===== src/rtl/sat_pkg.sv =====
// Package: shared types for the exhaustive satisfiability search engine.
// Assumes nothing beyond being compiled before the modules that import it.
package sat_pkg;

    // Controller state: waiting for a start, or sweeping candidates.
    typedef enum logic {
        ST_IDLE   = 1'b0,
        ST_SEARCH = 1'b1
    } search_state_t;

endpackage


===== src/rtl/sat_clause_eval.sv =====
// Module: sat_clause_eval
// Evaluates one clause: true when any in-use literal slot is true.
// Assumes slot layout {used, negated, index[IDX_W-1:0]} per slot, slot 0 in
// the low bits. An index beyond the assignment width reads as 0.
module sat_clause_eval #(
    parameter int VAR_MAX  = 10,
    parameter int SLOT_MAX = 10,
    parameter int IDX_W    = 4,
    localparam int LIT_W   = IDX_W + 2,
    localparam int PAD_W   = (VAR_MAX > (1 << IDX_W)) ? VAR_MAX : (1 << IDX_W)
) (
    input  logic [VAR_MAX-1:0]        assign_i,
    input  logic [SLOT_MAX*LIT_W-1:0] slots_i,
    output logic                      clause_true_o
);

    logic [PAD_W-1:0]    padded;
    logic [SLOT_MAX-1:0] lit_hit;

    // Zero-extend the assignment so any encodable index selects a defined bit.
    assign padded = PAD_W'(assign_i);

    for (genvar s = 0; s < SLOT_MAX; s++) begin : g_slot
        logic [LIT_W-1:0] slot;
        logic             var_val;
        assign slot    = slots_i[s*LIT_W +: LIT_W];
        // Value of the referenced variable, then polarity and in-use gating.
        assign var_val = padded[slot[IDX_W-1:0]];
        assign lit_hit[s] = slot[IDX_W+1] & (var_val ^ slot[IDX_W]);
    end

    // Clause is an OR over its literal hits.
    assign clause_true_o = |lit_hit;

endmodule


===== src/rtl/sat_formula_eval.sv =====
// Module: sat_formula_eval
// Evaluates all clauses of the literal table in parallel against one
// candidate and reports whether every active clause holds.
// Assumes the table is stable while a search runs; clauses at or above
// n_clauses_i are treated as satisfied.
module sat_formula_eval #(
    parameter int VAR_MAX    = 10,
    parameter int CLAUSE_MAX = 20,
    parameter int SLOT_MAX   = 10,
    parameter int IDX_W      = 4,
    localparam int LIT_W     = IDX_W + 2,
    localparam int CL_W      = SLOT_MAX * LIT_W,
    localparam int CCNT_W    = $clog2(CLAUSE_MAX + 1)
) (
    input  logic [VAR_MAX-1:0]         assign_i,
    input  logic [CLAUSE_MAX*CL_W-1:0] lit_table_i,
    input  logic [CCNT_W-1:0]          n_clauses_i,
    output logic                       all_sat_o
);

    logic [CLAUSE_MAX-1:0] clause_true;
    logic [CLAUSE_MAX-1:0] clause_ok;

    for (genvar c = 0; c < CLAUSE_MAX; c++) begin : g_clause
        localparam logic [CCNT_W-1:0] C_IDX = CCNT_W'(c);

        sat_clause_eval #(
            .VAR_MAX (VAR_MAX),
            .SLOT_MAX(SLOT_MAX),
            .IDX_W   (IDX_W)
        ) i_clause (
            .assign_i     (assign_i),
            .slots_i      (lit_table_i[c*CL_W +: CL_W]),
            .clause_true_o(clause_true[c])
        );

        // Inactive clauses never block success.
        assign clause_ok[c] = clause_true[c] | (C_IDX >= n_clauses_i);
    end

    // The formula holds when every clause is either true or inactive.
    assign all_sat_o = &clause_ok;

endmodule


===== src/rtl/sat_search_ctrl.sv =====
// Module: sat_search_ctrl
// Drives the candidate counter, counts evaluated candidates and decides when
// the search ends (first success, or the full 2^n_vars space exhausted).
// Assumes all_sat_i is a same-cycle combinational verdict on cand_o.
module sat_search_ctrl
    import sat_pkg::*;
#(
    parameter int VAR_MAX    = 10,
    parameter int CLAUSE_MAX = 20,
    localparam int VCNT_W    = $clog2(VAR_MAX + 1),
    localparam int CCNT_W    = $clog2(CLAUSE_MAX + 1),
    localparam int CYC_W     = VAR_MAX + 1
) (
    input  logic               clk,
    input  logic               rst_n,
    input  logic               start_i,
    input  logic [VCNT_W-1:0]  n_vars_i,
    input  logic [CCNT_W-1:0]  n_clauses_i,
    input  logic               all_sat_i,
    output logic [VAR_MAX-1:0] cand_o,
    output logic [CCNT_W-1:0]  n_clauses_o,
    output logic               done_o,
    output logic               sat_o,
    output logic [VAR_MAX-1:0] model_o,
    output logic [CYC_W-1:0]   cycles_o
);

    search_state_t      state_q;
    logic [VCNT_W-1:0]  n_vars_q;
    logic [VAR_MAX-1:0] space_mask;
    logic               last_cand;

    // Mask of the swept variables; equals the last candidate of the space.
    always_comb begin
        for (int i = 0; i < VAR_MAX; i++) begin
            space_mask[i] = (VCNT_W'(i) < n_vars_q);
        end
    end

    // The current candidate is the final one of the space.
    assign last_cand = (cand_o == space_mask);

    // Search sequencing: capture on start, step per cycle, stop on result.
    always_ff @(posedge clk) begin
        if (!rst_n) begin
            state_q     <= ST_IDLE;
            n_vars_q    <= '0;
            n_clauses_o <= '0;
            cand_o      <= '0;
            done_o      <= 1'b0;
            sat_o       <= 1'b0;
            model_o     <= '0;
            cycles_o    <= '0;
        end else if (start_i) begin
            state_q     <= ST_SEARCH;
            n_vars_q    <= n_vars_i;
            n_clauses_o <= n_clauses_i;
            cand_o      <= '0;
            done_o      <= 1'b0;
            sat_o       <= 1'b0;
            model_o     <= '0;
            cycles_o    <= '0;
        end else if (state_q == ST_SEARCH) begin
            cycles_o <= cycles_o + CYC_W'(1);
            if (all_sat_i) begin
                done_o  <= 1'b1;
                sat_o   <= 1'b1;
                model_o <= cand_o;
                state_q <= ST_IDLE;
            end else if (last_cand) begin
                done_o  <= 1'b1;
                state_q <= ST_IDLE;
            end else begin
                cand_o <= cand_o + VAR_MAX'(1);
            end
        end
    end

    // a start leaves a cleared result on the next cycle.
    a_r4_start_clears: assert property (@(posedge clk) disable iff (!rst_n)
        start_i |=> (!done_o && !sat_o && cycles_o == '0 && model_o == '0));

    // success is only reported together with completion.
    a_r5_sat_with_done: assert property (@(posedge clk) disable iff (!rst_n)
        sat_o |-> done_o);

    // sat rises only after the evaluator reported success.
    a_r5_sat_from_eval: assert property (@(posedge clk) disable iff (!rst_n)
        $rose(sat_o) |-> $past(all_sat_i));

    // the model never sets a variable outside the swept range.
    a_r5_model_in_range: assert property (@(posedge clk) disable iff (!rst_n)
        sat_o |-> ((model_o & ~space_mask) == '0));

    // each search cycle adds exactly one to the count.
    a_r6_cycle_step: assert property (@(posedge clk) disable iff (!rst_n)
        (state_q == ST_SEARCH && !start_i) |=> (cycles_o == $past(cycles_o) + CYC_W'(1)));

    // failure leaves an empty model.
    a_r7_unsat_model: assert property (@(posedge clk) disable iff (!rst_n)
        (done_o && !sat_o) |-> (model_o == '0));

    // results stay frozen until the next start.
    a_r8_hold: assert property (@(posedge clk) disable iff (!rst_n)
        (done_o && !start_i) |=> (done_o && $stable(sat_o) && $stable(model_o) && $stable(cycles_o)));

endmodule


===== src/rtl/sat_search_engine.sv =====
// Module: sat_search_engine (top)
// Exhaustive CNF satisfiability search: a counter sweeps candidates while all
// clauses are checked in parallel each cycle.
// Assumes lit_table is stable for the whole search; n_vars and n_clauses are
// captured at start. n_vars above VAR_MAX sweeps all VAR_MAX variables.
module sat_search_engine #(
    parameter int VAR_MAX    = 10,
    parameter int CLAUSE_MAX = 20,
    parameter int SLOT_MAX   = 10,
    parameter int IDX_W      = 4,
    localparam int LIT_W     = IDX_W + 2,
    localparam int TBL_W     = CLAUSE_MAX * SLOT_MAX * LIT_W,
    localparam int VCNT_W    = $clog2(VAR_MAX + 1),
    localparam int CCNT_W    = $clog2(CLAUSE_MAX + 1),
    localparam int CYC_W     = VAR_MAX + 1
) (
    input  logic               clk,
    input  logic               rst_n,
    input  logic               start,
    input  logic [VCNT_W-1:0]  n_vars,
    input  logic [CCNT_W-1:0]  n_clauses,
    input  logic [TBL_W-1:0]   lit_table,
    output logic               done,
    output logic               sat,
    output logic [VAR_MAX-1:0] model,
    output logic [CYC_W-1:0]   cycles
);

    logic [VAR_MAX-1:0] cand;
    logic [CCNT_W-1:0]  n_clauses_q;
    logic               all_sat;

    sat_formula_eval #(
        .VAR_MAX   (VAR_MAX),
        .CLAUSE_MAX(CLAUSE_MAX),
        .SLOT_MAX  (SLOT_MAX),
        .IDX_W     (IDX_W)
    ) i_formula (
        .assign_i   (cand),
        .lit_table_i(lit_table),
        .n_clauses_i(n_clauses_q),
        .all_sat_o  (all_sat)
    );

    sat_search_ctrl #(
        .VAR_MAX   (VAR_MAX),
        .CLAUSE_MAX(CLAUSE_MAX)
    ) i_ctrl (
        .clk        (clk),
        .rst_n      (rst_n),
        .start_i    (start),
        .n_vars_i   (n_vars),
        .n_clauses_i(n_clauses),
        .all_sat_i  (all_sat),
        .cand_o     (cand),
        .n_clauses_o(n_clauses_q),
        .done_o     (done),
        .sat_o      (sat),
        .model_o    (model),
        .cycles_o   (cycles)
    );

endmodule


===== config.mk =====
export PLATFORM = sky130hd
export DESIGN_NAME = sat_search_engine
export DESIGN_NICKNAME = d
export VERILOG_FILES = /design/src/rtl/sat_pkg.sv /design/src/rtl/sat_clause_eval.sv /design/src/rtl/sat_formula_eval.sv /design/src/rtl/sat_search_ctrl.sv /design/src/rtl/sat_search_engine.sv
export SDC_FILE = /design/constraint.sdc
export NUM_CORES = 1
export LEC_CHECK = 0
export BUFFER_PORTS_ARGS = -buffer_cell sky130_fd_sc_hd__buf_2
export CORE_AREA = 3 3 481 483
export CTS_CLUSTER_DIAMETER = 30
export DETAILED_ROUTE_END_ITERATION = 7
export DIE_AREA = 0 0 484 486
export PLACE_DENSITY = 0.36
export SETUP_SLACK_MARGIN = 0.02
export SLEW_MARGIN = 20
export SYNTH_ARGS = -nofsm -noshare
export SYNTH_HDL_FRONTEND = slang
export SYNTH_SLANG_ARGS = --single-unit

===== constraint.sdc =====
create_clock -name clk -period 3.89 [get_ports clk]
set_input_delay 0.1945 -clock clk [delete_from_list [all_inputs] [get_ports clk]]
set_output_delay 0.1945 -clock clk [all_outputs]
set_load 0.005 [all_outputs]

==> results.py, run 1 <==
metrics = {
    "clock_network": {
        "cts.sinks": 43,
        "clk_pin_slew_ns": 0.07,
        "cts_hold_buf": 0,
        "cts_tree": "done",
        "root_buffer": "clkbuf_16",
        "numCtsBuffers": 5,
        "clk_latency_ns": 0.30,
        "htree_levels": 2,
        "clockBufferDepth": 2,
    },
    "global_routing": {
        "met1_usage": 0.205,
        "grt_use_met2": 0.315,
        "use_met3": 0.0344,
        "grt_pass1_vias": 35512,
        "grt_use_total": 0.173,
        "overflow": 0,
        "grt_pass1_wl_um": 292000,
        "grt_max_degree": 36,
        "antenna_found_initial": 156,
        "grt_busiest_layer": "met2",
    },
    "route": {
        "remaining_drc_errors": 0,
        "detailedRoute.firstIterationViolations": 2786,
        "routedWlPerCell_um": 28.6,
        "num_vias": 36143,
        "wl_um": 218000,
        "ant_nets": 0,
        "via_per_inst": 4.74,
        "drt_first_pass_iters": 8,
    },
    "power_and_ir_drop": {
        "swShare": 0.465,
        "combPwrFrac": 0.731,
        "leakagePower_nw": 16.5,
        "p_clk_frac": 0.140,
        "internal-power_mw": 1.92,
        "p_per_area_nw_per_um2": 85.9,
        "power.total_mw": 3.58,
        "vdd_drop_max_mv": 0.220,
        "seqPwrFrac": 0.128,
        "p_switching_mw": 1.67,
    },
    "timing": {
        "worstMarginPinSlew_ns": 1.10,
        "post-route-period-util": 1.05,
        "max_slew_margin": 0.263,
        "setup_viol": 23,
        "rsz0062_at_grt": "true",
        "finalHoldViolCount": 0,
        "fin_ws_ns": -0.197,
        "max_freq_ghz": 0.245,
        "period_minus_slack_ns": 4.09,
        "fin_skew_ns": 0.0114,
        "finalMaxSlewViolations": 0,
    },
    "hold_path": {
        "hold_path_depth": 3,
        "hold_path_class": "primary input to flop",
    },
    "finish": {
        "syn2layout_area_growth_pct": 52.0,
        "mostFrequentLayoutCells": "buf_2 (1,234), mux4_2 (396), buf_4 (298)",
        "regArea_um2": 903,
        "final_nets": 5751,
        "multi_input_area_um2": 25500,
        "fin_cells": 7631,
        "mostFrequentLayoutCell": "buf_2",
        "drive_above_1_share": 0.521,
        "fillerInstances": 25608,
    },
    "worst_setup_path": {
        "critPathMaxFanout": 7,
        "cp.required_ns": 4.04,
        "cp-end-kind": "flop",
        "startpoint_type": "flop",
        "arrival_ns": 4.24,
        "critPathKind": "flop to flop",
        "reg2reg_depth": 19,
    },
    "synthesis": {
        "synth_edf_count": 0,
        "synth-async-reset-ratio": 0,
        "synth_nets": 4346,
        "ys_seq_area_frac": 0.0314,
        "avgSynthCellArea_um2": 8.76,
        "ys_ff_latch": 43,
        "syn_inst": 3132,
        "syn_area_um2": 27400,
        "yosysWarnings": 0,
        "synthDistinctLibCells": 91,
        "synth_flop_cell": "dfxtp_1",
    },
    "floorplanning": {
        "num_rows": 175,
        "die_area_um2": 235000,
        "ios": 1235,
        "core_area_um2": 227000,
        "dieHeight_um": 486,
        "die_width_um": 484,
        "start_util": 0.121,
    },
    "place": {
        "dp_slack_ns": -0.976,
        "portBuffers": 1234,
        "placed_cells": 7509,
        "dp_hpwl_um": 189000,
        "place_congestion": 0.920,
    },
    "status": {
        "status": "finished, violations left",
        "violations": "negative setup slack",
    },
    "flow_run": {
        "drv_cap": 0,
    },
}
[power groups by stage]
| stage | sequential, mW | clock [mW] | combinational, mW |
|---|---|---|---|
| 2_1_floorplan | 0.463 | 0 | 0.906 |
| 3_3_place_gp | 0.471 | 0 | 2.54 |
| 3_5_place_dp | 0.471 | 0 | 2.55 |
| 4_1_cts | 0.461 | 0.530 | 2.61 |
| 5_1_grt | 0.463 | 0.537 | 2.82 |
| 6_report | 0.460 | 0.503 | 2.62 |
[synthesized netlist by cell type (36+ instances only)]
master,count,area share
mux4_2,396,0.32
nor2_1,257,0.035
clkbuf_1,186,0.025
mux2i_1,184,0.067
mux2_2,178,0.073
inv_1,175,0.024
nand3_1,166,0.030
nand2_1,150,0.021
o21ai_0,139,0.025
a21oi_1,81,0.015
nor2b_1,80,0.018
nor3b_1,66,0.018
nand4_1,55,0.013
a32oi_1,50,0.016
a21boi_0,49,0.013
nand2b_1,47,0.011
dfxtp_1,43,0.031
o22ai_1,43,0.0098
nor3_1,42,0.0077
a22oi_1,38,0.010
a31oi_1,37,0.0084
buf_2,37,0.0067
nor4b_1,37,0.012
xor2_1,37,0.012
nand4b_1,36,0.011
[path summary, 6_finish.rpt]
kind | from | endpoint | slack, ns
min | n_clauses[3] | i_ctrl.n_clauses_o[3] | 0.17
max reg2reg | i_ctrl.cand_o[3] | i_ctrl.model_o[5] | -0.20
max | i_ctrl.cand_o[3] | i_ctrl.model_o[5] | -0.20
min reg2reg | i_ctrl.sat_o | i_ctrl.sat_o | 0.49
[through the flow]
stage	setup TNS (ns)	cell area, um^2	hold slack (ns)	utilization
after floorplan	0	27400	0.364	-
after global placement	-22.69	40200	0.455	0.177
after detailed placement	-20.43	40200	0.467	0.177
after CTS	-5.25	40900	0.150	0.180
after global routing	-6.35	41600	0.175	0.183
final	-3.17	41700	0.165	0.184
[flip-flops by register name (all words and copies together), names as in the netlist]
name	cells
i_ctrl.done_o	1
i_ctrl.cand_o	10
i_ctrl.sat_o	1
i_ctrl.model_o	10
i_ctrl.n_clauses_o	5
i_ctrl.cycles_o	11
i_ctrl.state_q	1
i_ctrl.n_vars_q	4
[what timing repair did]
item	CTS	global route
pin swaps	26	40
setup endpoints to repair	23	23
setup buffers	14	9
gates cloned	2	7
endpoints found under the hold margin	0	0
gates resized for setup	65	87
[layer usage]
layer / wire (um) / up-vias
met2: 111000 / 1760
met4: 6470 / 92
met1: 85100 / 18181
met5: 630 / -
met3: 14900 / 352
li1: - / 15758
[area by class of cell]
type | instances | share of cell area
clock buffer | 5 | 0.00300
multi-input combinational | 2671 | 0.611
clock inverter | 3 | 0.00105
antenna | 84 | 0.00504
timing repair buffer | 1641 | 0.252
tap | 3009 | 0.0902
sequential | 43 | 0.0217
inverter | 175 | 0.0157
[cells by family after synthesis]
kind of cell / after synthesis / share of synthesized area
AO/OA/AOI/OAI: 749 / 0.198
XOR/XNOR: 42 / 0.0134
adder cells (fa/ha/maj): 2 / 0.000912
buffers and inverters: 418 / 0.0622
flip-flops: 43 / 0.0314
multiplexers: 765 / 0.469
AND/OR/NAND/NOR: 1113 / 0.226
[critical path: stages (launching register included)]
cell	delay, ns
dfxtp_4	0.41
buf_4	0.16
buf_12	0.11
mux4_2	0.47
mux2_4	0.31
nand3_1	0.09
o311a_1	0.15
or4b_4	0.47
nor4b_4	0.42
buf_6	0.20
a41oi_4	0.06
buf_12	0.19
nand4_2	0.10
buf_12	0.13
buf_6	0.11
nor3_4	0.04
buf_6	0.14
buf_12	0.14
mux2i_2	0.18
nor2_1	0.06
(Power assumes the default switching activity.)
==> run 2, diff against run 1 <==
--- a/config.mk
+++ b/config.mk
@@ -6,11 +6,11 @@
 export NUM_CORES = 1
 export LEC_CHECK = 0
 export BUFFER_PORTS_ARGS = -buffer_cell sky130_fd_sc_hd__buf_2
-export CORE_AREA = 3 3 481 483
+export CORE_AREA = 3 3 474 476
 export CTS_CLUSTER_DIAMETER = 30
 export DETAILED_ROUTE_END_ITERATION = 7
-export DIE_AREA = 0 0 484 486
-export PLACE_DENSITY = 0.36
+export DIE_AREA = 0 0 477 479
+export PLACE_DENSITY = 0.37
 export SETUP_SLACK_MARGIN = 0.02
 export SLEW_MARGIN = 20
 export SYNTH_ARGS = -nofsm -noshare
==> run 2 against run 1 <==
The run still ends with negative setup slack left; first-iteration DRC count is 0.86% lower; wire length increased by 0.49%; flip-flop and latch count did not move; core utilization is 0.67 points higher; critical path type unchanged; largest power group unchanged; highest routed layer unchanged.
==> results.py, run 2 (same netlist as run 1, synthesis figures left out) <==
metrics = {
    "clock_network": {
        "clockBufferDepth": 2,
        "root_buffer": "clkbuf_16",
        "cts_tree": "done",
        "cts_hold_buf": 0,
        "numCtsBuffers": 5,
        "htree_levels": 2,
        "clk_latency_ns": 0.30,
        "clk_pin_slew_ns": 0.07,
        "cts.sinks": 43,
    },
    "status": {
        "violations": "negative setup slack",
        "status": "finished, violations left",
    },
    "finish": {
        "largest_reg_flops": 11,
        "reg_top3": "i_ctrl.cycles_o: 11 flops, i_ctrl.cand_o: 10 flops, i_ctrl.model_o: 10 flops",
        "design_area_um2": 42100,
        "top_register": "i_ctrl.cycles_o",
        "final_util": 0.190,
        "mostFrequentLayoutCells": "buf_2 (1,234), mux4_2 (396), buf_4 (346)",
        "fillerInstances": 24927,
        "mostFrequentLayoutCell": "buf_2",
        "drive_above_1_share": 0.524,
        "final_nets": 5802,
        "syn2layout_area_growth_pct": 53.5,
    },
    "global_routing": {
        "grt_pass1_wl_um": 293000,
        "grt_pass1_vias": 35717,
        "grt_use_total": 0.179,
        "grt_max_degree": 36,
        "overflow": 0,
        "antenna_found_initial": 154,
    },
    "route": {
        "via_per_inst": 4.72,
        "drt_first_pass_iters": 6,
        "wl_um": 219000,
        "routedWlPerCell_um": 28.5,
        "num_vias": 36291,
        "remaining_drc_errors": 0,
        "ant_nets": 0,
        "detailedRoute.firstIterationViolations": 2762,
    },
    "worst_setup_path": {
        "rrSetupSlack_ns": -0.40,
        "critPathMaxFanout": 20,
        "arrival_ns": 4.52,
        "cp.required_ns": 4.12,
        "critPathKind": "flop to flop",
        "startpoint_type": "flop",
        "cp-end-kind": "flop",
    },
    "timing": {
        "setup_viol": 23,
        "period_minus_slack_ns": 4.29,
        "post-route-period-util": 1.10,
        "rsz0062_at_grt": "true",
        "finalMaxSlewViolations": 0,
        "max_freq_ghz": 0.233,
        "fin_ws_ns": -0.400,
        "finalHoldViolCount": 0,
        "fin_skew_ns": 0.00464,
        "worstMarginPinSlew_ns": 0.910,
        "max_slew_margin": 0.390,
    },
    "floorplanning": {
        "die_width_um": 477,
        "dieHeight_um": 479,
        "die_area_um2": 228000,
        "start_util": 0.124,
        "num_rows": 173,
        "core_area_um2": 221000,
        "ios": 1235,
    },
    "place": {
        "portBuffers": 1234,
        "place_congestion": 0.931,
        "placed_cell_area_um2": 40200,
        "dp_hpwl_um": 186000,
    },
    "hold_path": {
        "hold_path_class": "primary input to flop",
    },
    "power_and_ir_drop": {
        "p_per_area_nw_per_um2": 84.6,
        "leakagePower_nw": 16.7,
        "vdd_drop_max_mv": 0.132,
    },
    "flow_run": {
        "drv_cap": 0,
    },
}
-- run 2: per-layer routing --
metal  GRT usage  vias to the layer above  share of wire
met5           0                        -         0.0020
met4      0.0674                       70          0.041
met3      0.0317                      319          0.064
met2       0.313                     1823           0.49
met1       0.219                    18165           0.40
li1            -                    15914              -
-- run 2: cell type report --
type	instances	area (um^2)	area share
clock buffers	5	125	0.00297
clock inverters	3	15.0	0.000356
diodes	124	310	0.00737
multi-input cells	2672	25500	0.606
repair buffers	1691	10900	0.258
well taps	2975	3720	0.0884
flip-flops and latches	43	903	0.0214
inverters	175	657	0.0156
-- run 2: repair_timing --
| action | CTS | global route |
|---|---|---|
| endpoints found under the setup margin | 23 | 23 |
| gates resized for setup | 105 | 43 |
| pin swaps | 46 | 39 |
| buffers inserted | 43 | 18 |
| gates cloned | 8 | 2 |
-- run 2: path summary, 6_finish.rpt --
check             depth (start not counted)                  to             start
hold / removal                            3  i_ctrl.n_vars_q[2]         n_vars[2]
setup reg to reg                         17    i_ctrl.cand_o[5]  i_ctrl.cand_o[7]
setup / recovery                         17    i_ctrl.cand_o[5]  i_ctrl.cand_o[7]
hold reg to reg                           2        i_ctrl.sat_o      i_ctrl.sat_o
-- run 2: critical path, cell delays in order, from the launching register on --
cell      delay [ns]
dfxtp_4         0.42
buf_12          0.19
buf_12          0.17
buf_4           0.16
mux4_2          0.53
mux2i_1         0.17
nand2_1         0.06
and3_1          0.19
a221o_1         0.34
nor4_4          0.69
a31oi_4         0.07
buf_6           0.18
nand4_4         0.12
buf_6           0.13
buf_6           0.09
o211ai_1        0.09
or3_1           0.41
a21oi_2         0.13
-- run 2: where the power goes --
group	leakage, nW	internal [mW]	switching [mW]
Sequential	0.358	0.442	0.0215
Clock	0.0657	0.235	0.211
Combinational	16.3	1.18	1.47
-- run 2: stage by stage --
step / TNS, ns / power, mW / setup WS [ns] / cells / hold WS [ns]
CTS: -6.11 / 3.58 / -0.338 / 7548 / 0.133
finish: -6.84 / 3.56 / -0.400 / 7688 / 0.152
detailed placement: -22.97 / 3.03 / -1.09 / 7496 / 0.459
global route: -9.17 / 3.80 / -0.495 / 7658 / 0.150
global placement: -27.29 / 3.02 / -1.31 / 7496 / 0.453
floorplan: 0 / 1.37 / 0.619 / 3132 / 0.364
